--- src/rtl/cfg_io_pkg.sv ---
package cfg_io_pkg;

  localparam int DATA_W  = 32;
  localparam int LANES   = DATA_W / 8;
  localparam int BUS_W   = 8;
  localparam int DEV_W   = 5;
  localparam int FUNC_W  = 3;
  localparam int REG_W   = 12;

  typedef enum logic [1:0] {
    SZ_BYTE  = 2'd0,
    SZ_WORD  = 2'd1,
    SZ_DWORD = 2'd2,
    SZ_RSVD  = 2'd3
  } ioSize_e;

  typedef enum logic [1:0] {
    ACC_NONE  = 2'd0,
    ACC_LATCH = 2'd1,
    ACC_SEL   = 2'd2,
    ACC_DATA  = 2'd3
  } accKind_e;

  typedef struct packed {
    logic latchWr;
    logic selWr;
    logic rdLatch;
    logic rdSel;
    logic rdOnes;
    logic rdRemote;
  } dpStrobe_t;

endpackage

--- src/rtl/cfg_io_ctrl.sv ---
module cfg_io_ctrl
  import cfg_io_pkg::*;
#(
  parameter int ADDR_W = 16,
  parameter logic [ADDR_W-1:0] LATCH_PORT = 'hCF8,
  parameter logic [ADDR_W-1:0] DATA_PORT  = 'hCFC
) (
  input  logic              clk,
  input  logic              rstN,
  input  logic              ioValid,
  input  logic              ioWrite,
  input  logic [ADDR_W-1:0] ioAddr,
  input  logic [1:0]        ioSize,
  input  logic              cfgEnable,
  input  logic              reqDone,
  output dpStrobe_t         strobe,
  output logic              reqValid,
  output logic              ioReady
);

  typedef enum logic [1:0] {ST_IDLE, ST_WAIT, ST_DONE} state_e;

  state_e   state, nextState;
  accKind_e kind;
  logic     latchHit, dataHit;
  logic [1:0] offs;

  assign latchHit = (ioAddr[ADDR_W-1:2] == LATCH_PORT[ADDR_W-1:2]);
  assign dataHit  = (ioAddr[ADDR_W-1:2] == DATA_PORT[ADDR_W-1:2]);
  assign offs     = ioAddr[1:0];

  // Classify the access by port group, size and alignment.
  always_comb begin
    kind = ACC_NONE;
    if (latchHit) begin
      if (ioSize == SZ_DWORD && offs == 2'd0)     kind = ACC_LATCH;
      else if (ioSize == SZ_BYTE && offs == 2'd3) kind = ACC_SEL;
    end else if (dataHit) begin
      case (ioSize)
        SZ_BYTE:  kind = ACC_DATA;
        SZ_WORD:  kind = offs[0] ? ACC_NONE : ACC_DATA;
        SZ_DWORD: kind = (offs == 2'd0) ? ACC_DATA : ACC_NONE;
        default:  kind = ACC_NONE;
      endcase
    end
  end

  always_comb begin
    nextState = state;
    strobe    = '0;
    case (state)
      ST_IDLE: begin
        if (ioValid) begin
          if (kind == ACC_DATA && cfgEnable) begin
            nextState = ST_WAIT;
          end else begin
            nextState      = ST_DONE;
            strobe.latchWr = ioWrite && (kind == ACC_LATCH);
            strobe.selWr   = ioWrite && (kind == ACC_SEL);
            strobe.rdLatch = !ioWrite && (kind == ACC_LATCH);
            strobe.rdSel   = !ioWrite && (kind == ACC_SEL);
            strobe.rdOnes  = !ioWrite && (kind != ACC_LATCH) && (kind != ACC_SEL);
          end
        end
      end
      ST_WAIT: begin
        if (reqDone) begin
          nextState       = ST_DONE;
          strobe.rdRemote = !ioWrite;
        end
      end
      default: nextState = ST_IDLE;
    endcase
  end

  always_ff @(posedge clk) begin
    if (!rstN) state <= ST_IDLE;
    else       state <= nextState;
  end

  assign reqValid = (state == ST_WAIT);
  assign ioReady  = (state == ST_DONE);

endmodule

--- src/rtl/cfg_io_datapath.sv ---
module cfg_io_datapath
  import cfg_io_pkg::*;
(
  input  logic              clk,
  input  logic              rstN,
  input  dpStrobe_t         strobe,
  input  logic [1:0]        offs,
  input  logic [1:0]        ioSize,
  input  logic [DATA_W-1:0] ioWdata,
  input  logic [DATA_W-1:0] reqRdata,
  output logic [DATA_W-1:0] addrLatch,
  output logic              mechSel,
  output logic              cfgEnable,
  output logic [DATA_W-1:0] ioRdata,
  output logic [BUS_W-1:0]  reqBus,
  output logic [DEV_W-1:0]  reqDev,
  output logic [FUNC_W-1:0] reqFunc,
  output logic [REG_W-1:0]  reqReg,
  output logic [LANES-1:0]  reqBe,
  output logic [DATA_W-1:0] reqWdata
);

  logic [DATA_W-1:0] rdSteered;

  // Address latch and mechanism-select flag.
  always_ff @(posedge clk) begin
    if (!rstN) begin
      addrLatch <= '0;
      mechSel   <= 1'b0;
    end else begin
      if (strobe.latchWr) addrLatch <= ioWdata;
      if (strobe.selWr)   mechSel   <= ioWdata[0];
    end
  end

  // Field decode of the latch.
  assign cfgEnable = addrLatch[31];
  assign reqBus    = addrLatch[23:16];
  assign reqDev    = addrLatch[15:11];
  assign reqFunc   = addrLatch[10:8];
  assign reqReg    = {addrLatch[27:24], addrLatch[7:2], 2'b00};

  // Per-lane write steering and byte enables.
  for (genvar i = 0; i < LANES; i++) begin : g_lane
    logic laneOn;
    logic [7:0] laneSrc;
    always_comb begin
      laneOn  = 1'b0;
      laneSrc = 8'h00;
      case (ioSize)
        SZ_BYTE: begin
          laneOn  = (offs == 2'(i));
          laneSrc = ioWdata[7:0];
        end
        SZ_WORD: begin
          laneOn  = (offs[1] == 1'(i / 2));
          laneSrc = ioWdata[8*(i%2) +: 8];
        end
        SZ_DWORD: begin
          laneOn  = 1'b1;
          laneSrc = ioWdata[8*i +: 8];
        end
        default: begin
          laneOn  = 1'b0;
          laneSrc = 8'h00;
        end
      endcase
    end
    assign reqBe[i]          = laneOn;
    assign reqWdata[8*i +: 8] = laneOn ? laneSrc : 8'h00;
  end

  // Read steering back to a right-justified value.
  always_comb begin
    case (ioSize)
      SZ_BYTE:  rdSteered = {24'h0, reqRdata[8*offs +: 8]};
      SZ_WORD:  rdSteered = {16'h0, reqRdata[16*offs[1] +: 16]};
      default:  rdSteered = reqRdata;
    endcase
  end

  always_ff @(posedge clk) begin
    if (!rstN) begin
      ioRdata <= '0;
    end else begin
      if (strobe.rdLatch)  ioRdata <= addrLatch;
      if (strobe.rdSel)    ioRdata <= {{(DATA_W-1){1'b0}}, mechSel};
      if (strobe.rdOnes)   ioRdata <= '1;
      if (strobe.rdRemote) ioRdata <= rdSteered;
    end
  end

endmodule

--- src/rtl/cfg_io_bridge.sv ---
module cfg_io_bridge
  import cfg_io_pkg::*;
#(
  parameter int ADDR_W = 16,
  parameter logic [ADDR_W-1:0] LATCH_PORT = 'hCF8,
  parameter logic [ADDR_W-1:0] DATA_PORT  = 'hCFC
) (
  input  logic              clk,
  input  logic              rstN,
  input  logic              ioValid,
  input  logic              ioWrite,
  input  logic [ADDR_W-1:0] ioAddr,
  input  logic [1:0]        ioSize,
  input  logic [31:0]       ioWdata,
  output logic              ioReady,
  output logic [31:0]       ioRdata,
  output logic              reqValid,
  output logic              reqWrite,
  output logic [7:0]        reqBus,
  output logic [4:0]        reqDev,
  output logic [2:0]        reqFunc,
  output logic [11:0]       reqReg,
  output logic [3:0]        reqBe,
  output logic [31:0]       reqWdata,
  input  logic              reqDone,
  input  logic [31:0]       reqRdata
);

  dpStrobe_t   strobe;
  logic        cfgEnable;
  logic        mechSel;
  logic [31:0] addrLatch;

  cfg_io_ctrl #(
    .ADDR_W(ADDR_W), .LATCH_PORT(LATCH_PORT), .DATA_PORT(DATA_PORT)
  ) u_ctrl (
    .clk(clk), .rstN(rstN), .ioValid(ioValid), .ioWrite(ioWrite),
    .ioAddr(ioAddr), .ioSize(ioSize), .cfgEnable(cfgEnable),
    .reqDone(reqDone), .strobe(strobe), .reqValid(reqValid),
    .ioReady(ioReady)
  );

  cfg_io_datapath u_dp (
    .clk(clk), .rstN(rstN), .strobe(strobe), .offs(ioAddr[1:0]),
    .ioSize(ioSize), .ioWdata(ioWdata), .reqRdata(reqRdata),
    .addrLatch(addrLatch), .mechSel(mechSel), .cfgEnable(cfgEnable),
    .ioRdata(ioRdata), .reqBus(reqBus), .reqDev(reqDev),
    .reqFunc(reqFunc), .reqReg(reqReg), .reqBe(reqBe),
    .reqWdata(reqWdata)
  );

  assign reqWrite = ioWrite;

endmodule

--- config.mk ---
export PLATFORM = sky130hd
export DESIGN_NAME = cfg_io_bridge
export DESIGN_NICKNAME = d
export VERILOG_FILES = /design/src/rtl/cfg_io_pkg.sv /design/src/rtl/cfg_io_ctrl.sv /design/src/rtl/cfg_io_datapath.sv /design/src/rtl/cfg_io_bridge.sv
export SDC_FILE = /design/constraint.sdc
export NUM_CORES = 1
export LEC_CHECK = 0
export BUFFER_PORTS_ARGS = -buffer_cell sky130_fd_sc_hd__buf_2
export CORE_MARGIN = 3
export CORE_UTILIZATION = 34
export CTS_BUF_LIST = sky130_fd_sc_hd__clkbuf_8 sky130_fd_sc_hd__clkbuf_16
export DETAILED_ROUTE_END_ITERATION = 8
export SLEW_MARGIN = 10
export SYNTH_ARGS = -nofsm -noshare
export SYNTH_HDL_FRONTEND = slang
export SYNTH_SLANG_ARGS = --single-unit
--- constraint.sdc ---
create_clock -name clk -period 3.5 [get_ports clk]
set_input_delay 0.875 -clock clk [delete_from_list [all_inputs] [get_ports clk]]
set_output_delay 0.875 -clock clk [all_outputs]
set_load 0.005 [all_outputs]
### After elaboration in Yosys (flattened, before gate mapping)

Index checks and enable logic that the tools add are counted.

| word-level totals | value |
|---|---|
| bits in registers | 67 |
| output and inout bits | 99 |
| logic and storage cells | 74 |

| operators by class | value |
|---|---|
| reductions and logical operators | 18 |
| mux-type cells | 33 |
| shifts and indexed selects | 2 |
| equal/unequal tests | 16 |
| bitwise gates (word level) | 1 |

Operators by type and width:

| cell | count |
|---|---|
| two-way mux 32 bit | 4 |
| one-hot mux 32 bit (2 select lines) | 1 |
| two-way mux 8 bit | 5 |
| one-hot mux 8 bit (2 select lines) | 2 |
| indexed part select 32 x 6 -> 16 bit | 1 |
| indexed part select 32 x 6 -> 8 bit | 1 |
| equality test 14 x 10 -> 1 bit (second input constant) | 2 |
| one-hot mux 8 bit (3 select lines) | 1 |
| two-way mux 2 bit | 9 |
| two-way mux 5 bit | 3 |
| equality test 2 bit (second input constant) | 6 |
| one-hot mux 1 bit (3 select lines) | 4 |
| logical AND 1 bit | 9 |
| equality test 2 x 1 -> 1 bit (second input constant) | 4 |
| zero test 2 bit | 3 |
| one-hot mux 2 bit (3 select lines) | 1 |
| inequality test 2 x 1 -> 1 bit (second input constant) | 2 |
| inequality test 2 bit (second input constant) | 2 |
| one-hot mux 2 bit (2 select lines) | 1 |
| nonzero test 4 bit | 1 |
| OR reduction 2 bit | 2 |
| OR reduction 3 bit | 1 |
| two-way mux 1 bit | 2 |
| AND reduction 2 bit | 1 |
| other kinds (2) | 2 |

### Depth between registers and ports, before layout

Gate-level depths: netlist (run 1).

| depth | value |
|---|---|
| depth in word-level cells | 15 |
| gate-level depth with buffers | 10 |
| gate-level depth less buffers | 8 |

### Hierarchy

From an unflattened synthesis (run 1), not the netlist that was laid out.

| second synthesis, totals | value |
|---|---|
| cell total of the unflattened synthesis | 530 |
| area total of the unflattened synthesis | 4,350.4 um^2 |

By module, submodules not included:

| module | area each (um^2) | cells each | instances | sequential area each (um^2) |
|---|---|---|---|---|
| cfg_io_datapath | 4,085.2 | 491 | 1 | 1,301.2 |
| cfg_io_ctrl | 257.7 | 38 | 1 | 40.0 |
| cfg_io_bridge | 7.5 | 1 | 1 | 0.0 |

### Worst setup path after synthesis (run 1)

No wires, ideal clock.

| path | value |
|---|---|
| kind | input port to output port |
| start | in ioSize[1] |
| end | out reqBe[3] |
| path slack | 223 ps |
| arrival | 2,402 ps |
| stages | 9 |
| path through | clkinv_1 > ha_1 > clkbuf_1 > nand2_1 > nor2_1 > clkbuf_1 > o21ai_1 > inv_1 > buf_4 |

| on the way | value |
|---|---|
| longest elaborated chain between the ends | 2 |
| elaborated cells on any way between the ends | 4 |
| those cells by class | eq/ne: 2; mux: 1; reduce/logical: 1 |

Ends and longest elaborated chain:

| what | line | RTL |
|---|---|---|
| start: declaration | cfg_io_bridge.sv:13 | `input logic [1:0] ioSize,` |
| equality test 2 bit (tied with other cells) | cfg_io_datapath.sv:50 | `case (ioSize)` |
| one-hot mux 1 bit (3 select lines) * | cfg_io_datapath.sv:50 |  |
| end: declaration | cfg_io_bridge.sv:23 | `output logic [3:0] reqBe,` |

Mark *: on every way between the ends. The rest lies on a longest branch, timed or not.

### Final worst setup path (run 1)

| path | value |
|---|---|
| start | in ioSize[1] |
| end | out reqWdata[2] |

| on the way | value |
|---|---|
| longest elaborated chain between the ends | 4 |
| elaborated cells on any way between the ends | 7 |
| those cells by class | eq/ne: 2; mux: 3; reduce/logical: 2 |

Ends and longest elaborated chain:

| what | line | RTL |
|---|---|---|
| equality test 2 x 1 -> 1 bit (tied with other cells) | cfg_io_datapath.sv:50 |  |
| OR reduction 3 bit (no line) | - |  |
| two-way mux 8 bit | cfg_io_datapath.sv:50 |  |
| two-way mux 8 bit * | cfg_io_datapath.sv:70 | `assign reqWdata[8*i +: 8] = laneOn ? laneSrc : 8'h00;` |
| end: declaration | cfg_io_bridge.sv:24 | `output logic [31:0] reqWdata,` |

Marked as above.

==> metrics list, run 1 <==
- Status: finished clean
- Initial cell density of the core: 0.350
- The synthesized-area fraction occupied by ao, oa, aoi and oai cells was 0.345.
- Cell leakage power: 2.42 nW
- Data required time of the worst path: 2620 ps
- Maximum number of pins on one net before global-route repair: 58
- The worst setup path is captured at an output pin.
- TritonCTS clock tree: done
- CTS built an H-tree with a depth of 3.
* Wire length of the first global-routing pass: 24100 um
- Ratio of final minimum period to clock period: 0.946
* VDD IR-drop max: 0.000195 V
- Detailed-route via count: 4522
* Distinct cells, synth: 50
* Max Clock Skew: 4.12 ps
* Sort of element at the start of the critical path: input pin
* DRC violation count after routing: 0
- The layout has 1275 filler cells.
- Of the total synthesized cell area, the portion taken by full adders, half adders and majority gates is 0.0118.
- Antenna Violating Nets Remaining: 0
* Xor/xnor share of the synthesized area: 0
* Combined global-route utilization of all metal layers: 0.217
* Final-layout setup total negative slack: 0 ps
* Antenna diodes: 0
- After detailed placement, the total cell area comes to 5110 um2.
* Power per standard cell area: 382 nW/um2
* Total iterations of the first detailed-routing run: 7
- Overall power: 2.06 mW
* Simple-Gate Fraction of Synth Area: 0.185
* Commonest cells in the netlist: sky130_fd_sc_hd__nand2_1 (99), sky130_fd_sc_hd__dfxtp_1 (67), sky130_fd_sc_hd__a21oi_1 (59)
* Final #Nets: 767
- Place WS: 221 ps
* Final setup margin: 190 ps
- Worst slew margin relative to its limit: 0.486
- Clock latency on the worst-skew pair: 320 ps
- Across the run, the number of max-cap violations was 0.
* Post-CTS Setup Inserts: 0
- The startpoint identified for the worst register-to-register timing path is u_ctrl.state[0]$_SDFFE_PN0P_.
* Largest family of logic cells by synthesized area: compound AO/OA/AOI/OAI gates
- The startpoint identified for the worst hold timing path is u_dp.ioRdata[20]$_SDFFE_PN0P_.
- Number of flip-flops and latches in the synthesized netlist: 67
- Final cell utilization of the core: 0.446
- Overall overflow remaining after global route: 0
- Wires add up to 15800 um.
* Most frequent cell after synthesis: sky130_fd_sc_hd__nand2_1
* Hold violation total from the final report: 0
- By startpoint and endpoint, the worst setup path is classified as input pin to output pin.
- Via density: 5.33
- The finished cells cover 5410 um2.
- In this run the count of I/O pins placed on the die edge is 186.
- Count of flip-flops with a built-in enable after synthesis: 0
- Die extent in y: 118 um
- Cell row count: 40
* Critical path startpoint: ioSize[1]
- Mean post-synth cell area: 8.02 um2
- Top cell type by total area after synthesis: sky130_fd_sc_hd__dfxtp_1
- Num Clock Sinks: 67
* Die footprint: 13900 um2
* Proportion of synthesized area in mux cells: 0.0236
- Initial antenna violation count: 1
- In the final layout, the share of cells above drive strength 1 is 0.416.
- After clock tree synthesis, the clock-pin slew on the worst setup and hold paths is 50 ps.
- Portion of the post-synthesis area used by sequential elements: 0.316
- Detail-routed net length per standard cell: 18.6 um
* Transition time at the pin with the least slew margin: 771 ps
* RSZ-0062 raised after global routing: no
- Vias in the first global route: 4335
- Global placer's final weighted congestion: 0.911
- Count of yosys warnings during synthesis: 0
* Post-cts resize count: 0
- Hold bufs inserted after CTS: 0
- Clk Tree Root Cell: sky130_fd_sc_hd__clkbuf_16
* Worst-case clock buffer depth: 2
- Max FO, Critical Path: 9
- For this run, asynchronously set or reset flops after synthesis account for 0.
* Maximum clock frequency: 0.302 GHz
- Pins Over Slew Limit: 0
- Dominant register cell in the synthesized netlist: sky130_fd_sc_hd__dfxtp_1
- The die is 118 um wide.
- Area of the mapped netlist: 4240 um2
- The routed design could run at a clock period as short as 3310 ps.
- Gate count of the mapped netlist: 529
- In this run the tool buffered the top-level ports with 183 buffer cells.
* Hold crit path type: register to register
* Synthesis-to-layout area growth: 27.5%
* Area contributors post-synth: sky130_fd_sc_hd__dfxtp_1 (32%), sky130_fd_sc_hd__nand2_1 (8.8%), sky130_fd_sc_hd__a21oi_1 (7.0%)
- CP Data Arrival Time: 2440 ps
- Fraction of post-synthesis cell area in the top cell type by area: 0.316
- The first routing iteration left 481 violations.
- Total clock buffers created by CTS: 9
- In this run the standard cell core region covers 12100 um2.
* Final setup vio count: 0
* Detailed-placement wirelength estimate: 12300 um
==> routing by layer <==
layer / vias up / wire length, um / part of all wire / global-route usage
met5: - / 13 / 0.00082 / 0
met4: 2 / 306 / 0.019 / 0.0769
met3: 26 / 1290 / 0.082 / 0.0418
met2: 258 / 6960 / 0.44 / 0.334
met1: 2070 / 7220 / 0.46 / 0.304
li1: 2166 / - / - / -
==> metrics by stage <==
step / cells / hold WS, ps
after floorplan: 530 / 432
after global placement: 833 / 444
after detailed placement: 833 / 446
after CTS: 848 / 459
after global routing: 848 / 481
final: 848 / 453
==> layout by cell type (no fill, tap or decap), types with 3 or more instances in the layout <==
cell                          n
sky130_fd_sc_hd__o21ai_1      3
sky130_fd_sc_hd__a21oi_1     59
sky130_fd_sc_hd__a22oi_1     23
sky130_fd_sc_hd__a222oi_1     8
sky130_fd_sc_hd__and2_1      11
sky130_fd_sc_hd__buf_4       22
sky130_fd_sc_hd__o22ai_1      7
sky130_fd_sc_hd__o31ai_2     23
sky130_fd_sc_hd__o21ai_0     16
sky130_fd_sc_hd__nand2b_1     4
sky130_fd_sc_hd__buf_2      183
sky130_fd_sc_hd__nor2_1      42
sky130_fd_sc_hd__inv_1        9
sky130_fd_sc_hd__clkbuf_16    9
sky130_fd_sc_hd__ha_1         4
sky130_fd_sc_hd__mux2_2       8
sky130_fd_sc_hd__dfxtp_1     67
sky130_fd_sc_hd__a221o_1      7
sky130_fd_sc_hd__nor2b_1      4
sky130_fd_sc_hd__a21oi_2     24
sky130_fd_sc_hd__nand3_1      5
sky130_fd_sc_hd__nand2_1     99
sky130_fd_sc_hd__a221oi_1     9
==> sequential cells by signal, summed over array words and instances, names as in the netlist <==
register	cells
u_dp.mechSel	1
u_dp.ioRdata	32
u_dp.addrLatch	32
u_ctrl.state	2
==> final timing paths <==
| path | cells after the start | endpoint | slack, ps |
|---|---|---|---|
| setup / recovery | 9 | reqWdata[2] | 190 |
| hold / removal | 2 | u_dp.ioRdata[20]$_SDFFE_PN0P_ | 450 |
| setup reg to reg | 7 | u_dp.addrLatch[31]$_SDFFE_PN0P_ | 1610 |
| hold reg to reg | 2 | u_dp.ioRdata[20]$_SDFFE_PN0P_ | 450 |
==> critical path, cell delays in order <==
cell	delay (ps)
sky130_fd_sc_hd__buf_2	150
sky130_fd_sc_hd__clkinv_1	100
sky130_fd_sc_hd__ha_1	240
sky130_fd_sc_hd__a21oi_1	110
sky130_fd_sc_hd__nor2_1	110
sky130_fd_sc_hd__nor2_1	50
sky130_fd_sc_hd__nor2_1	470
sky130_fd_sc_hd__and2_1	220
sky130_fd_sc_hd__buf_2	110
==> area by class of cell <==
type                    instances  area (um2)  area share
inverters                       9        33.8     0.00625
clock buffers                  11         253      0.0467
multi-input cells             382        2410       0.445
clock inverters                 4        42.5     0.00787
flip-flops and latches         67        1340       0.248
repair buffers                207        1120       0.207
well taps                     168         210      0.0389
==> cell families after synthesis <==
family,count (synthesis)
AOI/OAI and AO/OA,191
adders and majority gates,4
buffers and inverters,81
DFF,67
muxes,9
other,1
and+or+nand+nor,176
==> where the power goes <==
group	total (mW)	switching, mW	internal (mW)
clock network	0.898	0.318	0.580
registers	0.808	0.0171	0.791
logic	0.358	0.203	0.155
Power figures use the tool's default switching activity.
==> run 2: changes to the inputs <==
--- a/config.mk
+++ b/config.mk
@@ -10,6 +10,7 @@
 export CORE_UTILIZATION = 34
 export CTS_BUF_LIST = sky130_fd_sc_hd__clkbuf_8 sky130_fd_sc_hd__clkbuf_16
 export DETAILED_ROUTE_END_ITERATION = 8
+export PLACE_DENSITY_LB_ADDON = 0.05
 export SLEW_MARGIN = 10
 export SYNTH_ARGS = -nofsm -noshare
 export SYNTH_HDL_FRONTEND = slang
==> run 2 against run 1 <==
Clock-buffer cell count rose by 1. Largest power group unchanged. Critical endpoint is now reqWdata[0]. Via count fell by 1.1%. Worst setup slack improved by 52 ps. Critical path depth did not move. Sequential share of layout area barely moved. First-iteration DRC count fell by 26%. Critical path type unchanged. Register-to-register slack got worse by 40 ps. Clock skew rose by 4.7 ps. Sequential power barely moved. Cell area fell by 0.14%. Power fell by 2.8%. Fmax rose by 1.6%.
==> metrics list, run 2 (synthesized netlist as in run 1, its figures left out) <==
* Final-layout setup total negative slack: 0 ps (unchanged)
- Antenna Violating Nets Remaining: 0 (unchanged)
- Overall overflow remaining after global route: 0 (unchanged)
* Transition time at the pin with the least slew margin: 783 ps (was 771 ps)
- Worst path cell trace: buf_2 -> clkinv_1 -> ha_1 -> a21oi_1 -> nor2_1 -> nor2_1 -> nor2_1 -> and2_1 -> buf_2 (unchanged).
- The final worst-path setup slack was 242 ps (was 190 ps).
* Met2 wire length: 6810 um (was 6960 um)
* Combined global-route utilization of all metal layers: 0.221 (was 0.217)
- The worst max-slew margin expressed relative to the limit is 0.478 (was 0.486).
* Vias in the first global route: 4296 (was 4335)
* Max-cap viol count: 0 (unchanged)
- The largest stage delay on the critical path was 410 ps (was 470 ps).
* Total clock buffers created by CTS: 9 (unchanged)
- The met3 layer wire length in the routed design is 1130 um (was 1290 um).
- The leakage power is 2.41 nW (was 2.42 nW).
- The number of vias after detailed routing came to 4472 (was 4522).
- Status: finished clean (unchanged).
* Power per standard cell area: 372 nW/um2 (was 382 nW/um2)
* RSZ-0062 raised after global routing: no (unchanged)
* Pins Over Slew Limit: 0 (unchanged)
* Sort of element at the start of the critical path: input pin (unchanged)
* Post-cts resize count: 0 (unchanged)
- The floorplan core area came to 12100 um2 (unchanged).
* WS Path Type: input pin to output pin (unchanged)
* Power Internal: 1.47 mW (was 1.53 mW)
* Overall power: 2.01 mW (was 2.06 mW)
- The total routed wire length on the met1 layer came to 7280 um (was 7220 um).
- Beginning of the worst hold path: u_dp.ioRdata[21]$_SDFFE_PN0P_ (was u_dp.ioRdata[20]$_SDFFE_PN0P_)
- Most numerous cell on the critical path: sky130_fd_sc_hd__nor2_1 (unchanged)
* Worst-case clock buffer depth: 2 (unchanged)
- Initial antenna violation count: 1 (unchanged)
* Max Clock Skew: 8.83 ps (was 4.12 ps)
- The clock latency at the later pin of the worst-skew pair came to 330 ps (was 320 ps).
- Final #Nets: 766 (was 767)
- The vertical die dimension came to 118 um (unchanged).
- The die area came to 13900 um2 (unchanged).
- The net switching power came to 533 uW (was 538 uW).
- The starting density of the core was 0.350 (unchanged).
* Clk Tree Root Cell: sky130_fd_sc_hd__clkbuf_16 (unchanged)
- Gate family responsible for the most delay along the worst path: simple AND/OR/NAND/NOR gates (unchanged)
- The share of power burned in the clock network is 0.422 (was 0.435).
* Net Sw Frac: 0.266 (was 0.261)
* Hold violation total from the final report: 0 (unchanged)
* Iteration-0 DRC count of the detailed router: 356 (was 481)
* Launching point of the worst reg2reg path: u_ctrl.state[0]$_SDFFE_PN0P_ (unchanged)
- The required time at the endpoint of the critical path is 2620 ps (about the same).
- The share of final-layout standard cells stronger than drive strength 1 came to 0.417 (was 0.416).
- Maximum number of pins on one net before global-route repair: 58 (unchanged)
- The post-route DRC violation count came to 0 (unchanged).
* Buffer and inverter count on the worst path: 3 (unchanged)
- The most common cell after layout, fill and taps aside is sky130_fd_sc_hd__buf_2 (unchanged).
- The final-layout fill cell count was 1327 (was 1275).
- Synthesis-to-layout area growth: 27.3% (was 27.5%)
* Detail-routed net length per standard cell: 18.3 um (was 18.6 um)
- Area taken by multi-input logic gates: 2410 um2 (unchanged)
- The fraction of the core area covered by cells at the end of the flow is 0.446 (about the same).
- CP Data Arrival Time: 2380 ps (was 2440 ps)
* Ratio of final minimum period to clock period: 0.931 (was 0.946)
- The routability congestion estimate from global placement is 0.811 (was 0.911).
* TritonCTS clock tree: done (unchanged)
- Post-route minimum period: 3260 ps (was 3310 ps)
- Slowest cell on crit path: sky130_fd_sc_hd__nor2_1 (unchanged)
* Regs by FF count: u_dp.addrLatch x32, u_dp.ioRdata x32, u_ctrl.state x2 (unchanged)
- The combinational share of power came to 0.176 (was 0.174).
- Leading cell types in the layout, fill and taps excluded: sky130_fd_sc_hd__buf_2 (183), sky130_fd_sc_hd__nand2_1 (99), sky130_fd_sc_hd__dfxtp_1 (67), sky130_fd_sc_hd__a21oi_1 (59), sky130_fd_sc_hd__nor2_1 (42) (unchanged).
- Max FO, Critical Path: 9 (unchanged)
- Wire length of the first global-routing pass: 24500 um (was 24100 um)
* Portion of total power attributed to sequential cells: 0.402 (was 0.391)
- The number of setup buffers added after CTS is 0 (unchanged).
- Placed cells: 832 (was 833)
* Chip width: 118 um (unchanged)
- Clock transition time at the flip-flop clock pins of the worst setup and hold paths: 50 ps (about the same)
- The peak clock frequency supported by timing was 0.307 GHz (was 0.302 GHz).
- The HPWL after detailed placement was 12000 um (was 12300 um).
- Total iterations of the first detailed-routing run: 5 (was 7)
- Endpoint of the worst-slack reg-to-reg timing path: u_dp.ioRdata[23]$_SDFFE_PN0P_ (was u_dp.addrLatch[31]$_SDFFE_PN0P_)
- The final non-filler cell total is 848 (unchanged).
* Top layer reached by signal wires: met4 (was met5)
* H-tree depth reported by CTS: 3 (unchanged)
- The clock sink count was 67 (unchanged).
- Via density: 5.27 (was 5.33)
- The number of I/O pins came to 186 (unchanged).
- Hold crit path type: register to register (unchanged)
* VDD IR-drop max: 0.000181 V (was 0.000195 V)
- The row count was 40 (unchanged).
- The worst slack after detailed placement is 245 ps (was 221 ps).
- Hold bufs inserted after CTS: 0 (unchanged)
- Worst Hold Endpoint: u_dp.ioRdata[21]$_SDFFE_PN0P_ (was u_dp.ioRdata[20]$_SDFFE_PN0P_)
* Length in cells of the worst reg-to-reg path: 7 (unchanged)
- Endpoint kind of the worst setup timing path: output pin (unchanged)
* Total Wirelength: 15500 um (was 15800 um)
- Final setup vio count: 0 (unchanged)
- Cell depth of the worst hold path: 2 (unchanged)
- The area used by sequential logic in the layout was 1340 um2 (unchanged).
* Count of port buffers added during placement: 183 (unchanged)
* Register-to-register setup slack: 1570 ps (was 1610 ps)
[run 2: tightest hold or removal path, stage by stage, from the launching register on]
cell                      delay, ps
sky130_fd_sc_hd__dfxtp_1        320
sky130_fd_sc_hd__nand2_1         60
sky130_fd_sc_hd__o31ai_2         50
[run 2: power groups by stage]
stage	registers [mW]	clock network [mW]	logic (mW)
finish	0.806	0.847	0.353
global route	0.809	0.896	0.392
CTS	0.807	0.868	0.355
detailed placement	0.823	0	0.353
global placement	0.822	0	0.351
floorplan	0.822	0	0.179
[run 2: how the worst max path moves through the flow]
stage / startpoint / to / slack, ps / cells after the start
finish: ioSize[1] / reqWdata[0] / 240 / 9
floorplan: ioSize[1] / reqBe[3] / 220 / 9
global route: ioSize[1] / reqWdata[0] / 10 / 9
detailed placement: ioSize[1] / reqWdata[0] / 250 / 9
CTS: ioSize[1] / reqWdata[0] / 240 / 9
global placement: ioSize[1] / reqWdata[24] / 290 / 10
[run 2: area by class of cell]
class | instances | area share
clock buffers | 12 | 0.0494
multi-input cells | 382 | 0.446
well taps | 168 | 0.0389
repair buffers | 206 | 0.209
flip-flops and latches | 67 | 0.248
clock inverters | 3 | 0.00255
inverters | 9 | 0.00626
diodes | 1 | 0.000463
[run 2: per-stage QoR]
| step | hold slack, ps | instance area, um2 |
|---|---|---|
| floorplan | 432 | 4250 |
| global placement | 440 | 5120 |
| detailed placement | 444 | 5120 |
| CTS | 455 | 5400 |
| global route | 468 | 5400 |
| finish | 452 | 5400 |
[run 2: routing by layer]
metal,GRT usage,vias up
li1,-,2169
met1,0.313,2072
met2,0.333,210
met3,0.0481,21
met4,0.0733,0
met5,0,-
